[src/rtl/zc_hp_pkg.sv]
package zc_hp_pkg;
  typedef enum logic [1:0] {
    GATE_OFF = 2'd0,
    GATE_HI  = 2'd1,
    GATE_LO  = 2'd2
  } gate_state_e;

  localparam int unsigned PULSE_ON  = 0;
  localparam int unsigned PULSE_OFF = 1;
  localparam int unsigned NUM_PULSE = 2;
endpackage

[src/rtl/zc_hp_sync.sv]
module zc_hp_sync (
  input  logic clk_i,
  input  logic rst_ni,
  input  logic async_i,
  output logic rise_o,
  output logic fall_o
);
  logic [2:0] sh_q;

  always_ff @(posedge clk_i or negedge rst_ni) begin
    if (!rst_ni) sh_q <= '0;
    else         sh_q <= {sh_q[1:0], async_i};
  end

  // sh_q[1] is the synchronized level, sh_q[2] its previous value
  assign rise_o = sh_q[1] & ~sh_q[2];
  assign fall_o = ~sh_q[1] & sh_q[2];
endmodule

[src/rtl/zc_hp_timer.sv]
module zc_hp_timer #(
  parameter int unsigned LEN_W = 6
) (
  input  logic             clk_i,
  input  logic             rst_ni,
  input  logic             trig_i,
  input  logic [LEN_W-1:0] len_i,
  output logic             active_o
);
  logic             act_q;
  logic [LEN_W-1:0] cnt_q;
  logic [LEN_W-1:0] ref_q;

  always_ff @(posedge clk_i or negedge rst_ni) begin
    if (!rst_ni) begin
      act_q <= 1'b0;
      cnt_q <= '0;
      ref_q <= '0;
    end else if (act_q) begin
      if (cnt_q == ref_q) act_q <= 1'b0;
      else                cnt_q <= cnt_q + LEN_W'(1);
    end else if (trig_i && (len_i != '0)) begin
      act_q <= 1'b1;
      cnt_q <= LEN_W'(1);
      ref_q <= len_i;
    end
  end

  assign active_o = act_q;

  AST_CNT_BOUND: assert property (@(posedge clk_i) disable iff (!rst_ni)
    act_q |-> (cnt_q != '0) && (cnt_q <= ref_q));
  AST_NO_RETRIG: assert property (@(posedge clk_i) disable iff (!rst_ni)
    act_q |-> !trig_i);
endmodule

[src/rtl/zc_hp_pwm.sv]
module zc_hp_pwm #(
  parameter int unsigned DUTY_W = 8,
  parameter int unsigned PER_W  = 6
) (
  input  logic              clk_i,
  input  logic              rst_ni,
  input  logic [DUTY_W-1:0] duty_i,
  input  logic              busy_i,
  output logic              pwm_hi_o,
  output logic [PER_W-1:0]  on_len_o,
  output logic [PER_W-1:0]  off_len_o
);
  localparam int unsigned SH_FULL = DUTY_W - PER_W;
  localparam int unsigned SH_HALF = SH_FULL + 1;

  logic [PER_W-1:0]  cnt_q;
  logic [DUTY_W-1:0] hold_q;
  logic [DUTY_W:0]   comp;
  logic [PER_W-1:0]  full_len;

  always_ff @(posedge clk_i or negedge rst_ni) begin
    if (!rst_ni) begin
      cnt_q  <= '0;
      hold_q <= '0;
    end else begin
      cnt_q <= cnt_q + PER_W'(1);
      if ((&cnt_q) && !busy_i) hold_q <= duty_i;
    end
  end

  // lengths = T*D >> DUTY_W (full) and >> DUTY_W+1 (half), T = 2^PER_W
  assign comp      = {1'b1, {DUTY_W{1'b0}}} - {1'b0, hold_q};
  assign full_len  = PER_W'(hold_q >> SH_FULL);
  assign on_len_o  = PER_W'(hold_q >> SH_HALF);
  assign off_len_o = PER_W'(comp >> SH_HALF);
  assign pwm_hi_o  = cnt_q < full_len;

  AST_HOLD_FROZEN: assert property (@(posedge clk_i) disable iff (!rst_ni)
    $past(busy_i) |-> $stable(hold_q));
endmodule

[src/rtl/zc_hp_gate.sv]
module zc_hp_gate
  import zc_hp_pkg::*;
(
  input  logic clk_i,
  input  logic rst_ni,
  input  logic demand_i,
  output logic hs_o,
  output logic ls_o
);
  gate_state_e st_q, st_d;

  always_comb begin
    st_d = st_q;
    if (demand_i) st_d = (st_q == GATE_LO) ? GATE_OFF : GATE_HI;
    else          st_d = (st_q == GATE_HI) ? GATE_OFF : GATE_LO;
  end

  always_ff @(posedge clk_i or negedge rst_ni) begin
    if (!rst_ni) st_q <= GATE_OFF;
    else         st_q <= st_d;
  end

  assign hs_o = (st_q == GATE_HI);
  assign ls_o = (st_q == GATE_LO);

  AST_DEAD_GAP_HS: assert property (@(posedge clk_i) disable iff (!rst_ni)
    $rose(hs_o) |-> !$past(ls_o));
  AST_DEAD_GAP_LS: assert property (@(posedge clk_i) disable iff (!rst_ni)
    $rose(ls_o) |-> !$past(hs_o));
endmodule

[src/rtl/zc_half_pulse_mod.sv]
module zc_half_pulse_mod
  import zc_hp_pkg::*;
#(
  parameter int unsigned DUTY_W = 8,
  parameter int unsigned PER_W  = 6
) (
  input  logic              clk_i,
  input  logic              rst_ni,
  input  logic [DUTY_W-1:0] duty_i,
  input  logic              zc_i,
  output logic              hs_en_o,
  output logic              ls_en_o
);
  logic zc_rise, zc_fall, busy, pwm_hi, demand;
  logic [NUM_PULSE-1:0]  trig, act;
  logic [PER_W-1:0]      len [NUM_PULSE];

  zc_hp_sync u_sync (
    .clk_i  (clk_i),
    .rst_ni (rst_ni),
    .async_i(zc_i),
    .rise_o (zc_rise),
    .fall_o (zc_fall)
  );

  assign busy            = |act;
  assign trig[PULSE_ON]  = zc_rise & ~busy;
  assign trig[PULSE_OFF] = zc_fall & ~busy;

  zc_hp_pwm #(.DUTY_W(DUTY_W), .PER_W(PER_W)) u_pwm (
    .clk_i    (clk_i),
    .rst_ni   (rst_ni),
    .duty_i   (duty_i),
    .busy_i   (busy),
    .pwm_hi_o (pwm_hi),
    .on_len_o (len[PULSE_ON]),
    .off_len_o(len[PULSE_OFF])
  );

  for (genvar g = 0; g < NUM_PULSE; g++) begin : g_timer
    zc_hp_timer #(.LEN_W(PER_W)) u_tmr (
      .clk_i   (clk_i),
      .rst_ni  (rst_ni),
      .trig_i  (trig[g]),
      .len_i   (len[g]),
      .active_o(act[g])
    );
  end

  // corrective pulse overrides the steady PWM
  always_comb begin
    if (act[PULSE_ON])       demand = 1'b1;
    else if (act[PULSE_OFF]) demand = 1'b0;
    else                     demand = pwm_hi;
  end

  zc_hp_gate u_gate (
    .clk_i   (clk_i),
    .rst_ni  (rst_ni),
    .demand_i(demand),
    .hs_o    (hs_en_o),
    .ls_o    (ls_en_o)
  );

  AST_NO_OVERLAP: assert property (@(posedge clk_i) disable iff (!rst_ni)
    !(hs_en_o && ls_en_o));
  AST_ONE_PULSE: assert property (@(posedge clk_i) disable iff (!rst_ni)
    $onehot0(act));
  AST_RST_LOW: assert property (@(posedge clk_i)
    !rst_ni |-> !hs_en_o && !ls_en_o);
endmodule

[config.mk]
export PLATFORM = sky130hd
export DESIGN_NAME = zc_half_pulse_mod
export DESIGN_NICKNAME = d
export VERILOG_FILES = /design/src/rtl/zc_hp_pkg.sv /design/src/rtl/zc_hp_sync.sv /design/src/rtl/zc_hp_timer.sv /design/src/rtl/zc_hp_pwm.sv /design/src/rtl/zc_hp_gate.sv /design/src/rtl/zc_half_pulse_mod.sv
export SDC_FILE = /design/constraint.sdc
export NUM_CORES = 1
export LEC_CHECK = 0
export ABC_AREA = 1
export CORE_AREA = 2 2 72 81
export CTS_CLUSTER_SIZE = 16
export DETAILED_ROUTE_END_ITERATION = 10
export DIE_AREA = 0 0 74 83
export PLACE_DENSITY = 0.77
export SYNTH_ARGS = -nofsm -noshare
export SYNTH_HDL_FRONTEND = slang
export SYNTH_HIERARCHICAL = 1
export SYNTH_SLANG_ARGS = --single-unit
[constraint.sdc]
create_clock -name clk_i -period 1.96 [get_ports clk_i]
set_input_delay 0.294 -clock clk_i [delete_from_list [all_inputs] [get_ports clk_i]]
set_output_delay 0.294 -clock clk_i [all_outputs]
set_load 0.05 [all_outputs]
==> impl_results.md <==
- Run status: finished clean
- Clock Skew: 0.00616 ns
- Pleak: 1.57 nW
- Worst hold path class: primary input to asynchronous set/reset pin
- Drt wl/cell: 10.9 microns
- Clock Latency Late Sink: 0.29 ns
- H-tree depth: 2
- Slew HR: 54.3%
- Sequential area share after synthesis: 42.8%
- Max cap viols: 0
- Number of global-route vias before repair: 1979
- Fill cells: 491
- Crit-path max FO: 7
- Post-Syn Nets: 362
- Reg clk slew, reported paths: 0.09 ns
- Hold slack final: 0.0677 ns
- Crit path cell chain: nor2_1 > nand2_1 > o21ai_0 > nand2_1 > nor2_1 > nand4_1 > buf_4 > nand3_4 > nand2_4 > nand2_1 > nand2_1
- Final Instance Area: 2910 sq um
- Dominant cells by area after synthesis: dfrtp_1 43%, nand2_1 15%, nand3_1 5.9%
- Placer congestion estimate: 0.838
- First-pass GRT wire length: 8370 microns
- I/O Buffers: 12
- Max IR drop VDD: 572 uV
- Crit path DAT: 1.95 ns
- Seq. cell area: 1130 sq um
- DRT Pass-1 Iters: 5
- Area after DPL: 2730 sq um
- GRT Total Usage: 16.5%
- Nets: 370
- Sink Count: 45
- Via-per-instance ratio: 4.88
- Fin Setup TNS: 0 ns
- I/O Pins: 13
- Cts hold-fix bufs: 0
- Area of the mapped netlist: 2630 sq um
- CTS max path bufs: 2
- Die area: 6140 sq um
- Slowest cell delay on critical path: 0.43 ns
- Initial Utilization: 49.7%
- Post-Syn Area per Cell: 7.67 sq um
- Kind of critical path: flop to flop
- Fmax: 0.567 GHz
- CTS Root Cell: clkbuf_8
- DRC Markers: 0
- Area leader, netlist: dfrtp_1
- YS warnings: 6
- Final ANT Viol Nets: 0
- Reg-to-reg setup timing slack: 0.20 ns
- Antenna Cells: 0
- Critical path's slowest cell: dfrtp_1
- Final setup vio count: 0
- Fin crit share: 90.0%
- Max Transition Viols Final: 0
- Crit. End Element: flop
- Die Height: 83 microns
- Crit path max-delay family: simple AND/OR/NAND/NOR gates
- Top cell type's share of synthesized area: 42.8%
- Post-DP HPWL: 3340 microns
- Final worst slack: 0.197 ns
- Total gr overflow: 0
- PD cells: 886 nW/um^2
- Minimum clock period after layout: 1.76 ns
- Transition time of the tightest slew-check pin: 0.683 ns
- CTS Buf Count: 5
- TritonCTS clock tree: done
- Layout cells sized above 1: 14.5%
- Iter 0 DRT Violations: 85
- Total wire length: 4650 microns
- Area occupied by multi-input gates: 1220 sq um
- Final Util: 55.0%
- Critical Path Start Type: flop
- Unique masters post-synth: 24
- CP Data Required Time: 2.15 ns
- Via count: 2083
- Post-Place Setup Slack: 0.271 ns
- Row count: 28
- Core ar.: 5290 sq um
- Area Overhead vs Synth: 10.6%
- Syn Inst Count: 343
- Final Hold Violating Endpoints: 0
- Crit path buffers/inverters: 1
- Yosys reg bits: 45
- Antenna violations before repair: 0
- Most Frequent Cell on Critical Path: nand2_1
- Largest net degree at the start of global routing: 46
- Die W: 74 microns
-- kinds of logic after synthesis --
group | synth area share, %
xor gates and xnor gates | 2.66
buffers and inverters | 12.1
other | 0.143
adders and majority gates | 3.81
and+or+nand+nor | 34.7
DFF | 42.8
AOI/OAI and AO/OA | 3.81
-- state kept, by name (all words and copies together) (netlist names) --
name,cells
u_sync/sh_q,3
g_timer.u_tmr/active_o,2
g_timer.u_tmr/ref_q,12
g_timer.u_tmr/cnt_q,12
u_gate/st_q,2
u_pwm/cnt_q,6
u_pwm/hold_q,8
-- path summary, 6_finish.rpt --
check	startpoint	to	cells after the start
worst max-delay path	u_pwm/hold_q[3]	g_timer[1].u_tmr/cnt_q[0]	11
worst max register to register	u_pwm/hold_q[3]	g_timer[1].u_tmr/cnt_q[0]	11
max in group asynchronous	rst_ni	g_timer[1].u_tmr/cnt_q[3]	2
min in group clk_i	u_sync/sh_q[0]	u_sync/sh_q[1]	0
worst min register to register	u_sync/sh_q[0]	u_sync/sh_q[1]	0
worst min-delay path	rst_ni	u_sync/sh_q[2]	2
-- synthesized netlist by cell type (all sizes together) --
master / number
nand3: 35
nor2: 33
ha: 8
nor3: 2
conb: 1
xor2: 8
o21ai: 12
inv: 52
dfrtp: 45
buf: 16
a21oi: 8
nand4: 8
nand2: 115
-- metal layers --
metal	up-vias	global-route usage, %	part of all wire [%]
met5	-	0	0
li1	1072	-	-
met4	0	2.48	0.32
met1	963	21.7	46
met2	46	28.5	51
met3	2	2.91	3.1
-- through the flow --
step | total power, mW | cells
CTS | 2.59 | 424
global placement | 1.75 | 416
detailed placement | 1.78 | 416
global route | 2.75 | 427
finish | 2.58 | 427
floorplan | 1.63 | 343
-- cells in the final DEF, fill, tap and decap left out, drive strengths merged --
cell,instances
nand3,37
buf,4
nor3,2
inv,52
nand2,115
a21oi,8
clkdlybuf4s50,9
bufinv,2
clkinv,1
ha,8
dfrtp,45
clkbuf,5
dlymetal6s2s,2
xor2,8
conb,1
nor2,33
o21ai,12
nand4,8
-- layout make-up --
class	instances	share of cell area, %
multi-input combinational	232	41.8
sequential	45	38.7
inverter	52	6.71
timing repair buffer	15	4.91
tap	75	3.23
clock buffer	5	2.37
clock inverter	3	2.24
-- where the power goes --
group	internal (mW)	total, mW	switching (mW)
registers	1.04	1.16	0.125
logic	0.229	0.597	0.368
clock network	0.506	0.815	0.309
total	1.77	2.58	0.803
-- what timing repair did --
action | in CTS | in global routing
buffers inserted | 0 | 1
resized for setup | 0 | 4
setup endpoints to repair | 0 | 9
(Power assumes the default switching activity.)
